### src/rtl/ccr_pkg.sv
// Package ccr_pkg
// Shared index codes and legality decoders for the coprocessor control
// register interface. Assumes a 4-bit index space.
package ccr_pkg;
    localparam int IDX_W = 4;

    localparam logic [IDX_W-1:0] IX_DMA_LCL  = 4'd0;
    localparam logic [IDX_W-1:0] IX_DMA_MAIN = 4'd1;
    localparam logic [IDX_W-1:0] IX_DMA_RLEN = 4'd2;
    localparam logic [IDX_W-1:0] IX_DMA_WLEN = 4'd3;
    localparam logic [IDX_W-1:0] IX_STATUS   = 4'd4;
    localparam logic [IDX_W-1:0] IX_DMA_FULL = 4'd5;
    localparam logic [IDX_W-1:0] IX_ZERO     = 4'd6;
    localparam logic [IDX_W-1:0] IX_SEM      = 4'd7;
    localparam logic [IDX_W-1:0] IX_CMD_BEG  = 4'd8;
    localparam logic [IDX_W-1:0] IX_CMD_END  = 4'd9;
    localparam logic [IDX_W-1:0] IX_DP_STAT  = 4'd11;

    // Number of plain storage words written by index 0..4
    localparam int N_PLAIN = 5;

    function automatic logic rd_legal(input logic [IDX_W-1:0] ix);
        return (ix == IX_STATUS) || (ix == IX_DMA_FULL) || (ix == IX_ZERO) ||
               (ix == IX_SEM) || (ix == IX_DP_STAT);
    endfunction

    function automatic logic wr_legal(input logic [IDX_W-1:0] ix);
        return (ix <= IX_STATUS) || (ix == IX_SEM) || (ix == IX_CMD_BEG) ||
               (ix == IX_CMD_END) || (ix == IX_DP_STAT);
    endfunction
endpackage

### src/rtl/ccr_plain_regs.sv
// Module ccr_plain_regs
// Holds the plain storage words written by indices 0..N_PLAIN-1 (DMA
// setup words and the control/status word). Assumes the caller qualifies
// wr_en with a legal index; indices at or above N_PLAIN are ignored here.
module ccr_plain_regs #(
    parameter int DW      = 32,
    parameter int IW      = 4,
    parameter int N_WORDS = 5
) (
    input  logic          clk,
    input  logic          rst_n,
    input  logic          wr_en,
    input  logic [IW-1:0] wr_idx,
    input  logic [DW-1:0] wr_data,
    output logic [DW-1:0] words [N_WORDS]
);
    for (genvar g = 0; g < N_WORDS; g++) begin : g_word
        logic [DW-1:0] word_q;
        // Load this word when its own index is written
        always_ff @(posedge clk) begin
            if (!rst_n)
                word_q <= '0;
            else if (wr_en && (wr_idx == IW'(g)))
                word_q <= wr_data;
        end
        assign words[g] = word_q;

        AST_WORD_LOAD: assert property (@(posedge clk) disable iff (!rst_n)
            (wr_en && (wr_idx == IW'(g))) |=> (word_q == $past(wr_data)));
    end
endmodule

### src/rtl/ccr_semaphore.sv
// Module ccr_semaphore
// One-bit hardware semaphore. An acquire (read) sets it, a release
// (zero-valued write) clears it; release wins when both arrive together.
// Assumes the caller reports the pre-edge value to the reader.
module ccr_semaphore (
    input  logic clk,
    input  logic rst_n,
    input  logic acquire,
    input  logic release_req,
    output logic sem_q
);
    // Next semaphore state with release taking priority
    always_ff @(posedge clk) begin
        if (!rst_n)
            sem_q <= 1'b0;
        else if (release_req)
            sem_q <= 1'b0;
        else if (acquire)
            sem_q <= 1'b1;
    end

    AST_SEM_TAKEN: assert property (@(posedge clk) disable iff (!rst_n)
        (acquire && !release_req) |=> sem_q);
    AST_SEM_FREED: assert property (@(posedge clk) disable iff (!rst_n)
        release_req |=> !sem_q);
    AST_SEM_HOLD: assert property (@(posedge clk) disable iff (!rst_n)
        (!acquire && !release_req) |=> $stable(sem_q));
endmodule

### src/rtl/ccr_cmd_ptrs.sv
// Module ccr_cmd_ptrs
// Display-processor command pointers and the two outbound pulses.
// Start and end pointers are masked to the aligned address range; a start
// write also seeds the current pointer. Pulses last exactly one cycle.
// Assumes each strobe input is already index-decoded and exclusive.
module ccr_cmd_ptrs #(
    parameter int            DW       = 32,
    parameter logic [DW-1:0] PTR_MASK = 32'h00FF_FFF8
) (
    input  logic          clk,
    input  logic          rst_n,
    input  logic          set_start,
    input  logic          set_end,
    input  logic          set_stat,
    input  logic [DW-1:0] wr_data,
    output logic [DW-1:0] cmd_start,
    output logic [DW-1:0] cmd_cur,
    output logic [DW-1:0] cmd_end,
    output logic          run_cmd,
    output logic          stat_wr,
    output logic [DW-1:0] stat_wr_data
);
    logic [DW-1:0] aligned;
    assign aligned = wr_data & PTR_MASK;

    // Start pointer and current pointer load together
    always_ff @(posedge clk) begin
        if (!rst_n) begin
            cmd_start <= '0;
            cmd_cur   <= '0;
        end else if (set_start) begin
            cmd_start <= aligned;
            cmd_cur   <= aligned;
        end
    end

    // End pointer load and run pulse
    always_ff @(posedge clk) begin
        if (!rst_n) begin
            cmd_end <= '0;
            run_cmd <= 1'b0;
        end else begin
            run_cmd <= set_end;
            if (set_end)
                cmd_end <= aligned;
        end
    end

    // Status forward strobe with held data word
    always_ff @(posedge clk) begin
        if (!rst_n) begin
            stat_wr      <= 1'b0;
            stat_wr_data <= '0;
        end else begin
            stat_wr <= set_stat;
            if (set_stat)
                stat_wr_data <= wr_data;
        end
    end

    AST_CUR_FOLLOWS: assert property (@(posedge clk) disable iff (!rst_n)
        set_start |=> (cmd_cur == cmd_start));
    AST_RUN_FIRES: assert property (@(posedge clk) disable iff (!rst_n)
        set_end |=> run_cmd);
    AST_RUN_QUIET: assert property (@(posedge clk) disable iff (!rst_n)
        !set_end |=> !run_cmd);
    AST_STAT_DATA: assert property (@(posedge clk) disable iff (!rst_n)
        set_stat |=> (stat_wr && (stat_wr_data == $past(wr_data))));
endmodule

### src/rtl/cop_ctrl_regs.sv
// Module cop_ctrl_regs
// Coprocessor control register interface: decodes a read port and a write
// port over a 4-bit index, owns the registered read mux and the sticky
// access-error flag, and instantiates the storage, semaphore and command
// pointer blocks. Assumes both ports may be active in one cycle.
module cop_ctrl_regs
    import ccr_pkg::*;
#(
    parameter int            DW       = 32,
    parameter logic [DW-1:0] PTR_MASK = 32'h00FF_FFF8
) (
    input  logic             clk,
    input  logic             rst_n,
    input  logic             rd_en,
    input  logic [IDX_W-1:0] rd_idx,
    output logic [DW-1:0]    rd_data,
    input  logic             wr_en,
    input  logic [IDX_W-1:0] wr_idx,
    input  logic [DW-1:0]    wr_data,
    input  logic             dma_full,
    input  logic [DW-1:0]    dp_status,
    output logic [DW-1:0]    dma_lcl_addr,
    output logic [DW-1:0]    dma_main_addr,
    output logic [DW-1:0]    dma_rd_len,
    output logic [DW-1:0]    dma_wr_len,
    output logic [DW-1:0]    ctrl_status,
    output logic [DW-1:0]    cmd_start,
    output logic [DW-1:0]    cmd_cur,
    output logic [DW-1:0]    cmd_end,
    output logic             run_cmd,
    output logic             stat_wr,
    output logic [DW-1:0]    stat_wr_data,
    output logic             access_err
);
    logic          wr_ok, rd_ok;
    logic          plain_we;
    logic [DW-1:0] words [N_PLAIN];
    logic          sem_q;
    logic [DW-1:0] rd_sel;

    assign wr_ok    = wr_en && wr_legal(wr_idx);
    assign rd_ok    = rd_en && rd_legal(rd_idx);
    assign plain_we = wr_ok && (wr_idx < IDX_W'(N_PLAIN));

    ccr_plain_regs #(.DW(DW), .IW(IDX_W), .N_WORDS(N_PLAIN)) u_plain (
        .clk     (clk),
        .rst_n   (rst_n),
        .wr_en   (plain_we),
        .wr_idx  (wr_idx),
        .wr_data (wr_data),
        .words   (words)
    );

    assign dma_lcl_addr  = words[IX_DMA_LCL];
    assign dma_main_addr = words[IX_DMA_MAIN];
    assign dma_rd_len    = words[IX_DMA_RLEN];
    assign dma_wr_len    = words[IX_DMA_WLEN];
    assign ctrl_status   = words[IX_STATUS];

    ccr_semaphore u_sem (
        .clk         (clk),
        .rst_n       (rst_n),
        .acquire     (rd_ok && (rd_idx == IX_SEM)),
        .release_req (wr_ok && (wr_idx == IX_SEM) && (wr_data == '0)),
        .sem_q       (sem_q)
    );

    ccr_cmd_ptrs #(.DW(DW), .PTR_MASK(PTR_MASK)) u_cmd (
        .clk          (clk),
        .rst_n        (rst_n),
        .set_start    (wr_ok && (wr_idx == IX_CMD_BEG)),
        .set_end      (wr_ok && (wr_idx == IX_CMD_END)),
        .set_stat     (wr_ok && (wr_idx == IX_DP_STAT)),
        .wr_data      (wr_data),
        .cmd_start    (cmd_start),
        .cmd_cur      (cmd_cur),
        .cmd_end      (cmd_end),
        .run_cmd      (run_cmd),
        .stat_wr      (stat_wr),
        .stat_wr_data (stat_wr_data)
    );

    // Select the read word from pre-edge state; illegal indices give zero
    always_comb begin
        rd_sel = '0;
        case (rd_idx)
            IX_STATUS:   rd_sel = ctrl_status;
            IX_DMA_FULL: rd_sel = {{(DW-1){1'b0}}, dma_full};
            IX_ZERO:     rd_sel = '0;
            IX_SEM:      rd_sel = {{(DW-1){1'b0}}, sem_q};
            IX_DP_STAT:  rd_sel = dp_status;
            default:     rd_sel = '0;
        endcase
    end

    // Register the read word on each read strobe and hold it otherwise
    always_ff @(posedge clk) begin
        if (!rst_n)
            rd_data <= '0;
        else if (rd_en)
            rd_data <= rd_sel;
    end

    // Sticky flag for any access to an index without meaning
    always_ff @(posedge clk) begin
        if (!rst_n)
            access_err <= 1'b0;
        else if ((rd_en && !rd_ok) || (wr_en && !wr_ok))
            access_err <= 1'b1;
    end

    AST_ERR_STICKY: assert property (@(posedge clk) disable iff (!rst_n)
        access_err |=> access_err);
    AST_BAD_RD_ZERO: assert property (@(posedge clk) disable iff (!rst_n)
        (rd_en && !rd_legal(rd_idx)) |=> (rd_data == '0 && access_err));
    AST_BAD_WR_INERT: assert property (@(posedge clk) disable iff (!rst_n)
        (wr_en && !wr_legal(wr_idx)) |=> ($stable(ctrl_status) && $stable(dma_lcl_addr) &&
        $stable(cmd_start) && $stable(cmd_end) && !run_cmd && !stat_wr));
    AST_RD_HOLD: assert property (@(posedge clk) disable iff (!rst_n)
        !rd_en |=> $stable(rd_data));
    AST_SEM_OLD_SEEN: assert property (@(posedge clk) disable iff (!rst_n)
        (rd_en && rd_idx == IX_SEM) |=> (rd_data == {{(DW-1){1'b0}}, $past(sem_q)}));
endmodule

### config.mk
export PLATFORM = sky130hd
export DESIGN_NAME = cop_ctrl_regs
export DESIGN_NICKNAME = d
export VERILOG_FILES = /design/src/rtl/ccr_pkg.sv /design/src/rtl/ccr_plain_regs.sv /design/src/rtl/ccr_semaphore.sv /design/src/rtl/ccr_cmd_ptrs.sv /design/src/rtl/cop_ctrl_regs.sv
export SDC_FILE = /design/constraint.sdc
export NUM_CORES = 1
export LEC_CHECK = 0
export ABC_AREA = 1
export ABC_CLOCK_PERIOD_IN_PS = 2890
export CORE_ASPECT_RATIO = 0.5
export CORE_MARGIN = 8
export CORE_UTILIZATION = 43
export DETAILED_ROUTE_END_ITERATION = 6
export DONT_BUFFER_PORTS = 1
export PLACE_DENSITY_LB_ADDON = 0.05
export SYNTH_ARGS = -nofsm -noshare
export SYNTH_HDL_FRONTEND = slang
export SYNTH_SLANG_ARGS = --single-unit
### constraint.sdc
create_clock -name clk -period 2.89 [get_ports clk]
set_input_delay 0.1445 -clock clk [delete_from_list [all_inputs] [get_ports clk]]
set_output_delay 0.1445 -clock clk [all_outputs]
set_load 0.005 [all_outputs]
==> metrics.md, run 1 <==
| Metric | Value |
|---|---|
| Clock Root Buffer | sky130_fd_sc_hd__clkbuf_16 |
| Number of synthesized flops with an enable pin | 0 |
| Lkg Pwr | 4.55 nW |
| CTS sink cnt | 270 |
| Max Fanout on Critical Path | 2 |
| CTS tree | built |
| Fraction of final layout cells with drive strength greater than 1 | 4.42% |
| TritonCTS buffer count | 26 |
| Primary FF master, synth | sky130_fd_sc_hd__dfxtp_1 |
| Ratio of routed vias to standard cells | 5.27 |
| Hold-critical path depth | 6 |
| Setup TNS | 0 ps |
| Skew-Pair Late Insertion Delay | 520 ps |
| Pins Over Slew Limit | 0 |
| Overall via count from detail_route | 9,166 |
| Fin worst setup slack | 465 ps |
| Worst Hold Endpoint | u_sem.sem_q |
| Unrepaired setup endpoints after global routing | no |
| Maximum VDD drop | 0.000362 V |
| Count of unique library cells instantiated by Yosys | 22 |
| Initial antenna violation count | 8 |
| Number of top-level pins | 400 |
| RR Startpoint | u_plain.g_word[4].word_q[28] |
| Endpoint required time on the critical path | 3300 ps |
| Worst r2r dst | rd_data[28] |
| Die Span X | 236 µm |
| Critical Path End Type | register |
| Count of antenna diodes in the layout | 0 |
| Reg2Reg Setup Slack | 870 ps |
| Initial detailed-routing violation count | 797 |
| Slew Limit Headroom | 43.5% |
| Asr flop ratio synth | 0% |
| Starting Density | 43.6% |
| Drc violations | 0 |
| Transition at the pin with the smallest max-transition slack | 847 ps |
| Outcome | finished clean |
| DIE HEIGHT | 126 µm |
| Startpoint kind of the worst setup timing path | primary input |
| Number of global-route vias before repair | 8,291 |
| Drt pass-1 iters | 5 |
| Maximum level of the CTS H-tree | 1 |
| Sequential standard cell area | 5410 µm² |
| Post-synthesis sequential area ratio | 51.8% |
| Place WS | 1150 ps |
| Post-Synthesis Cells | 1,374 |
| R2r worst-path depth | 6 |
| Total standard cell area after synthesis | 10,400 µm² |
| Most common cell after layout, fill and taps aside | sky130_fd_sc_hd__dfxtp_1 |
| Clk_skew | 4.46 ps |
| Area used by multi-input combinational logic | 3750 µm² |
| WP data arrival | 2840 ps |
| # setup viols final | 0 |
| Post-synthesis sequential element count | 270 |
| Number of post-CTS setup repair buffers | 0 |
| Number of maximum-capacitance violations | 0 |
| F_max | 0.412 GHz |
| Worst min-delay path class | in -> reg |
| Global route total overflow | 0 |
| Clock-pin slew of the registers on the worst-case setup and hold paths | 70 ps |
| DPL Wire Length | 26.1 mm |
| Yosys warning count | 0 |
| Clock tree buffer depth | 3 |
| Fin. Hold Viols | 0 |
| Pin count of the biggest net entering global routing | 201 |
| Final worst path period share | 83.9% |
| Critical Path Start | rd_idx[2] |
| Routed wirelength normalized by instance count | 23.1 µm |
| Antenna viol nets, final | 0 |
| Placeable Area | 23,900 µm² |
| Average size of a mapped cell | 7.59 µm² |
| Total routing usage reported by global routing | 25.4% |
| Port Buffers | 0 |
| Filler instances | 2,318 |
| # rows | 40 |
| Setup Crit Path Kind | in -> reg |
| Net count, final | 1,487 |
| Placer congestion estimate | 0.837 |
| Global-route wire length before repair | 58.1 mm |
| Full die area | 29,800 µm² |
| Final period demand of the worst path | 2420 ps |
| Area added between synthesis and finish | 17.4% |
| Wire length after detailed routing | 40.2 mm |
| Cell Pwr Density | 622 nW/µm² |
| Highest-count cells in the layout ignoring fill and taps | 270 x sky130_fd_sc_hd__dfxtp_1, 233 x sky130_fd_sc_hd__o21ai_0, 199 x sky130_fd_sc_hd__a21oi_1 |
| Hold wc startpoint | wr_data[4] |
layout make-up:
type	instances	share of cell area, %
sequential	270	44.2
timing repair buffer	135	11.0
clock inverter	3	0.153
clock buffer	40	6.25
inverter	149	4.57
multi-input combinational	828	30.7
tap	315	3.22
sequential cells by signal, indices dropped and copies added, names as in the netlist, 21 cells and up:
name                   flops
u_cmd.stat_wr_data        32
u_cmd.cmd_end             21
rd_data                   32
u_plain.g_word.word_q    160
u_cmd.cmd_start           21
synth_stat cells (2+ instances only):
cell / n / share of area, %
sky130_fd_sc_hd__a21oi_1: 199 / 9.6
sky130_fd_sc_hd__buf_1: 2 / 0.072
sky130_fd_sc_hd__buf_2: 21 / 1.0
sky130_fd_sc_hd__buf_4: 58 / 4.2
sky130_fd_sc_hd__clkbuf_1: 78 / 2.8
sky130_fd_sc_hd__dfxtp_1: 270 / 52
sky130_fd_sc_hd__inv_1: 144 / 5.2
sky130_fd_sc_hd__inv_2: 4 / 0.14
sky130_fd_sc_hd__nand2_1: 137 / 4.9
sky130_fd_sc_hd__nand3_1: 31 / 1.5
sky130_fd_sc_hd__nand4_1: 6 / 0.36
sky130_fd_sc_hd__nor2_1: 172 / 6.2
sky130_fd_sc_hd__nor2_2: 5 / 0.30
sky130_fd_sc_hd__nor3_1: 2 / 0.096
sky130_fd_sc_hd__o21ai_0: 233 / 11
sky130_fd_sc_hd__o21ai_1: 6 / 0.29
worst max-delay path by stage:
stage,cells past startpoint,end
floorplan,8,u_plain.g_word[3].word_q[21]
global placement,6,rd_data[7]
detailed placement,6,rd_data[7]
CTS,8,access_err
global route,10,rd_data[30]
finish,8,access_err
per-stage QoR:
stage	hold WS [ps]	total power, mW	instance area (µm²)	instances	utilization, %
after global placement	271	4.21	10200	1576	42.7
final	11.2	7.61	12200	1740	51.2
after detailed placement	282	4.22	10200	1576	42.7
after global routing	40.7	7.89	12200	1740	51.2
after CTS	1.22	7.67	12200	1740	51.2
after floorplan	265	4.23	10500	1406	-
logic make-up (layout without fill, tap and decap cells):
kind of cell / count (synthesis) / count (layout) / synth area share (%)
buf+inv: 308 / 327 / 13.4
other cells: 1 / 33 / 0.0360
flops: 270 / 270 / 51.8
simple gates: 355 / 355 / 13.5
compound gates: 440 / 440 / 21.2
timing repair:
item / 4_1_cts / 5_1_grt
hold buffers: 121 / 0
gates resized for setup: 0 / 0
hold endpoints to repair: 266 / 0
setup endpoints to repair: 0 / 0
per-layer routing:
layer  wire length, µm  track usage (%)
met5                50                0
met4               900             5.90
met3              4050             8.42
met2             17300             37.8
met1             17900             35.1
power by group:
part / total (mW) / switching (mW) / internal [mW]
Combinational: 0.485 / 0.323 / 0.162
Sequential: 3.88 / 0.0815 / 3.80
Clock: 3.25 / 1.44 / 1.81
worst max-delay path, stage by stage:
cell	delay, ps
sky130_fd_sc_hd__dlygate4sd3_1	550
sky130_fd_sc_hd__nor2_1	160
sky130_fd_sc_hd__nand2_1	90
sky130_fd_sc_hd__dlygate4sd3_1	570
sky130_fd_sc_hd__a31oi_1	120
sky130_fd_sc_hd__dlygate4sd3_1	560
sky130_fd_sc_hd__a21oi_1	50
sky130_fd_sc_hd__dlygate4sd3_1	590
Power figures use the tool's default switching activity.
==> run 2: changes to the inputs <==
--- a/config.mk
+++ b/config.mk
@@ -6,7 +6,7 @@
 export NUM_CORES = 1
 export LEC_CHECK = 0
 export ABC_AREA = 1
-export ABC_CLOCK_PERIOD_IN_PS = 2890
+export ABC_CLOCK_PERIOD_IN_PS = 2100
 export CORE_ASPECT_RATIO = 0.5
 export CORE_MARGIN = 8
 export CORE_UTILIZATION = 43
==> constraint.sdc (replaced) <==
create_clock -name clk -period 2.1 [get_ports clk]
set_input_delay 0.105 -clock clk [delete_from_list [all_inputs] [get_ports clk]]
set_output_delay 0.105 -clock clk [all_outputs]
set_load 0.005 [all_outputs]
==> run 2 against run 1 <==
Sequential power is 38% higher. Sequential share of layout area is 2.4 points lower. Global-route usage is 0.54 points lower. Final area is 5.8% higher. Clock power is 56% higher. Hold slack better by 15 ps. Combinational power is 47% higher. Count of clock-buffer cells in the layout is 5 lower. Largest power group unchanged.
==> metrics.md, run 2 (same netlist as run 1, synthesis figures left out) <==
| Metric | Value |
|---|---|
| Antenna viol nets, final | 0 (unchanged) |
| Met1 layer wirelength in the final routing | 17.1 mm (was 17.9 mm) |
| Worst Hold Endpoint | access_err (was u_sem.sem_q) |
| # rows | 40 (unchanged) |
| Number of global-route vias before repair | 8,648 (was 8,291) |
| Top routing layer in use | met5 (unchanged) |
| Unrepaired setup endpoints after global routing | no (unchanged) |
| Max Fanout on Critical Path | 3 (was 2) |
| Initial antenna violation count | 5 (was 8) |
| Drt pass-1 iters | 6 (was 5) |
| Clock-pin slew of the registers on the worst-case setup and hold paths | 70 ps (about the same) |
| Hold-critical path depth | 5 (was 6) |
| CTS sink cnt | 270 (unchanged) |
| Reg with most FFs | u_plain.g_word.word_q (unchanged) |
| Post-layout instance count excluding filler cells | 1,799 (was 1,740) |
| Net count, final | 1,538 (was 1,487) |
| Sequential standard cell area | 5410 µm² (about the same) |
| Setup TNS | 0 ps (unchanged) |
| Pin count of the biggest net entering global routing | 155 (was 201) |
| Initial detailed-routing violation count | 787 (was 797) |
| Maximum VDD drop | 0.000471 V (was 0.000362 V) |
| Critical Path End Type | register (unchanged) |
| Lkg Pwr | 4.85 nW (was 4.55 nW) |
| Startpoint kind of the worst setup timing path | register (was primary input) |
| Pins Over Slew Limit | 0 (unchanged) |
| Placeable Area | 23,900 µm² (unchanged) |
| Hold Worst Slack | 26.0 ps (was 11.2 ps) |
| Clk_skew | 8.61 ps (was 4.46 ps) |
| TritonCTS buffer count | 25 (was 26) |
| Outcome | finished clean (unchanged) |
| Global route total overflow | 0 (unchanged) |
| DPL Wire Length | 25.9 mm (was 26.1 mm) |
| Final worst path period share | 95.7% |
| Placer congestion estimate | 0.868 (was 0.837) |
| Wire length after detailed routing | 39.5 mm (was 40.2 mm) |
| Cell Pwr Density | 858 nW/µm² (was 622 nW/µm²) |
| R2r worst-path depth | 6 (unchanged) |
| Full die area | 29,800 µm² (unchanged) |
| Area added between synthesis and finish | 24.2% (was 17.4%) |
| Fin. Hold Viols | 0 (unchanged) |
| Area used by multi-input combinational logic | 3750 µm² (unchanged) |
| Total routing usage reported by global routing | 24.8% (was 25.4%) |
| Drc violations | 0 (unchanged) |
| Die Span X | 236 µm (unchanged) |
| RR Startpoint | u_plain.g_word[4].word_q[0] (was u_plain.g_word[4].word_q[28]) |
| Port Buffers | 0 (unchanged) |
| Max reg flops | 160 (unchanged) |
| Skew-Pair Late Insertion Delay | 530 ps (was 520 ps) |
| DIE HEIGHT | 126 µm (unchanged) |
| Setup Crit Path Kind | reg -> reg (was in -> reg) |
| Most common cell after layout, fill and taps aside | sky130_fd_sc_hd__dfxtp_1 (unchanged) |
| Fraction of final layout cells with drive strength greater than 1 | 5.41% (was 4.42%) |
| Worst min-delay path class | in -> reg (unchanged) |
| WP data arrival | 2480 ps (was 2840 ps) |
| Met3 Wirelength | 4.21 mm (was 4.05 mm) |
| Hold wc startpoint | wr_idx[0] (was wr_data[4]) |
| CTS tree | built (unchanged) |
| Ratio of routed vias to standard cells | 5.22 (was 5.27) |
| Starting Density | 43.6% (unchanged) |
| Number of top-level pins | 400 (unchanged) |
| Overall via count from detail_route | 9,395 (was 9,166) |
| Sum of internal, switching and leakage power | 11.1 mW (was 7.61 mW) |
| Transition at the pin with the smallest max-transition slack | 806 ps (was 847 ps) |
| Total length of routed met2 wires | 17.4 mm (was 17.3 mm) |
| Final period demand of the worst path | 2010 ps |
| Highest-count cells in the layout ignoring fill and taps | 269 x sky130_fd_sc_hd__dfxtp_1, 233 x sky130_fd_sc_hd__o21ai_0, 199 x sky130_fd_sc_hd__a21oi_1 (was 270 x sky130_fd_sc_hd__dfxtp_1, 233 x sky130_fd_sc_hd__o21ai_0, 199 x sky130_fd_sc_hd__a21oi_1) |
| Clock tree buffer depth | 3 (unchanged) |
| # setup viols final | 0 (unchanged) |
| Placed cell count | 1,579 (was 1,576) |
| Routed wirelength normalized by instance count | 22.0 µm (was 23.1 µm) |
| Reg2Reg Setup Slack | 90 ps (was 870 ps) |
| Global-route wire length before repair | 57.7 mm (was 58.1 mm) |
| Clock Root Buffer | sky130_fd_sc_hd__clkbuf_16 (unchanged) |
| Endpoint required time on the critical path | 2570 ps (was 3300 ps) |
| Worst r2r dst | rd_data[0] (was rd_data[28]) |
| F_max | 0.497 GHz |
| Maximum level of the CTS H-tree | 1 (unchanged) |
| Filler instances | 2,229 (was 2,318) |
| Number of maximum-capacitance violations | 0 (unchanged) |
| Registers with the most flip-flops | u_plain.g_word.word_q (160), rd_data (32), u_cmd.stat_wr_data (32) (unchanged) |
| Slew Limit Headroom | 46.1% (was 43.5%) |
## run 2: cell types whose count changed in the layout (fill, tap and decap cells not counted)
cell                            change
sky130_fd_sc_hd__buf_12             +4
sky130_fd_sc_hd__buf_4              +1
sky130_fd_sc_hd__bufinv_16          +4
sky130_fd_sc_hd__clkbuf_1           -8
sky130_fd_sc_hd__clkbuf_16          -2
sky130_fd_sc_hd__clkbuf_8           +5
sky130_fd_sc_hd__clkinv_2           +1
sky130_fd_sc_hd__clkinvlp_4         +2
sky130_fd_sc_hd__dfxtp_1            -1
sky130_fd_sc_hd__dfxtp_2            +1
sky130_fd_sc_hd__diode_2            +4
sky130_fd_sc_hd__dlygate4sd3_1     +47
sky130_fd_sc_hd__inv_6              +1
## run 2: where the power goes
group          internal, mW  switching [mW]
Clock                  3.00            2.06
Sequential             5.22           0.112
Combinational         0.265           0.445
## run 2: layer usage
metal | up-vias | global-route usage, %
li1 | 4508 | -
met1 | 4414 | 33.0
met2 | 416 | 38.4
met3 | 53 | 8.75
met4 | 4 | 5.61
met5 | - | 0
## run 2: cell type report
cell class | instances | area share, %
diodes | 4 | 0.0773
clock buffers | 35 | 5.82
clock inverters | 11 | 1.30
inverters | 149 | 4.32
multi-input cells | 828 | 29.0
flip-flops and latches | 270 | 41.8
well taps | 315 | 3.04
repair buffers | 187 | 14.7
## run 2: worst max path at each step
stage | to | cells after the start | from | slack [ps]
floorplan | u_plain.g_word[3].word_q[21] | 8 | wr_idx[0] | 990
global placement | rd_data[6] | 5 | rd_idx[1] | 600
detailed placement | rd_data[25] | 7 | rd_idx[2] | 580
CTS | rd_data[0] | 6 | u_plain.g_word[4].word_q[0] | 120
global route | rd_data[0] | 6 | u_plain.g_word[4].word_q[0] | 8
finish | rd_data[0] | 6 | u_plain.g_word[4].word_q[0] | 90
## run 2: repair_timing
item / 4_1_cts / 5_1_grt
hold buffers: 168 / 0
resized for setup: 0 / 1
endpoints found under the hold margin: 269 / 0
setup endpoints to repair: 0 / 4
buffers inserted: 0 / 2
## run 2: metrics by stage
stage	instance area, µm²	setup WS, ps	utilization (%)
global placement	10300	596	43.0
detailed placement	10300	580	43.0
CTS	12900	116	54.0
floorplan	10500	995	-
finish	12900	89.5	54.1
global route	12900	7.67	54.1
## run 2: critical path, stage by stage, from the launching register on
cell and delay [ps]:
sky130_fd_sc_hd__dfxtp_1 460, sky130_fd_sc_hd__nand3_1 110, sky130_fd_sc_hd__nand2_1 80, sky130_fd_sc_hd__dlygate4sd3_1 550, sky130_fd_sc_hd__o21ai_0 70, sky130_fd_sc_hd__dlygate4sd3_1 560
sky130_fd_sc_hd__a21oi_1 110
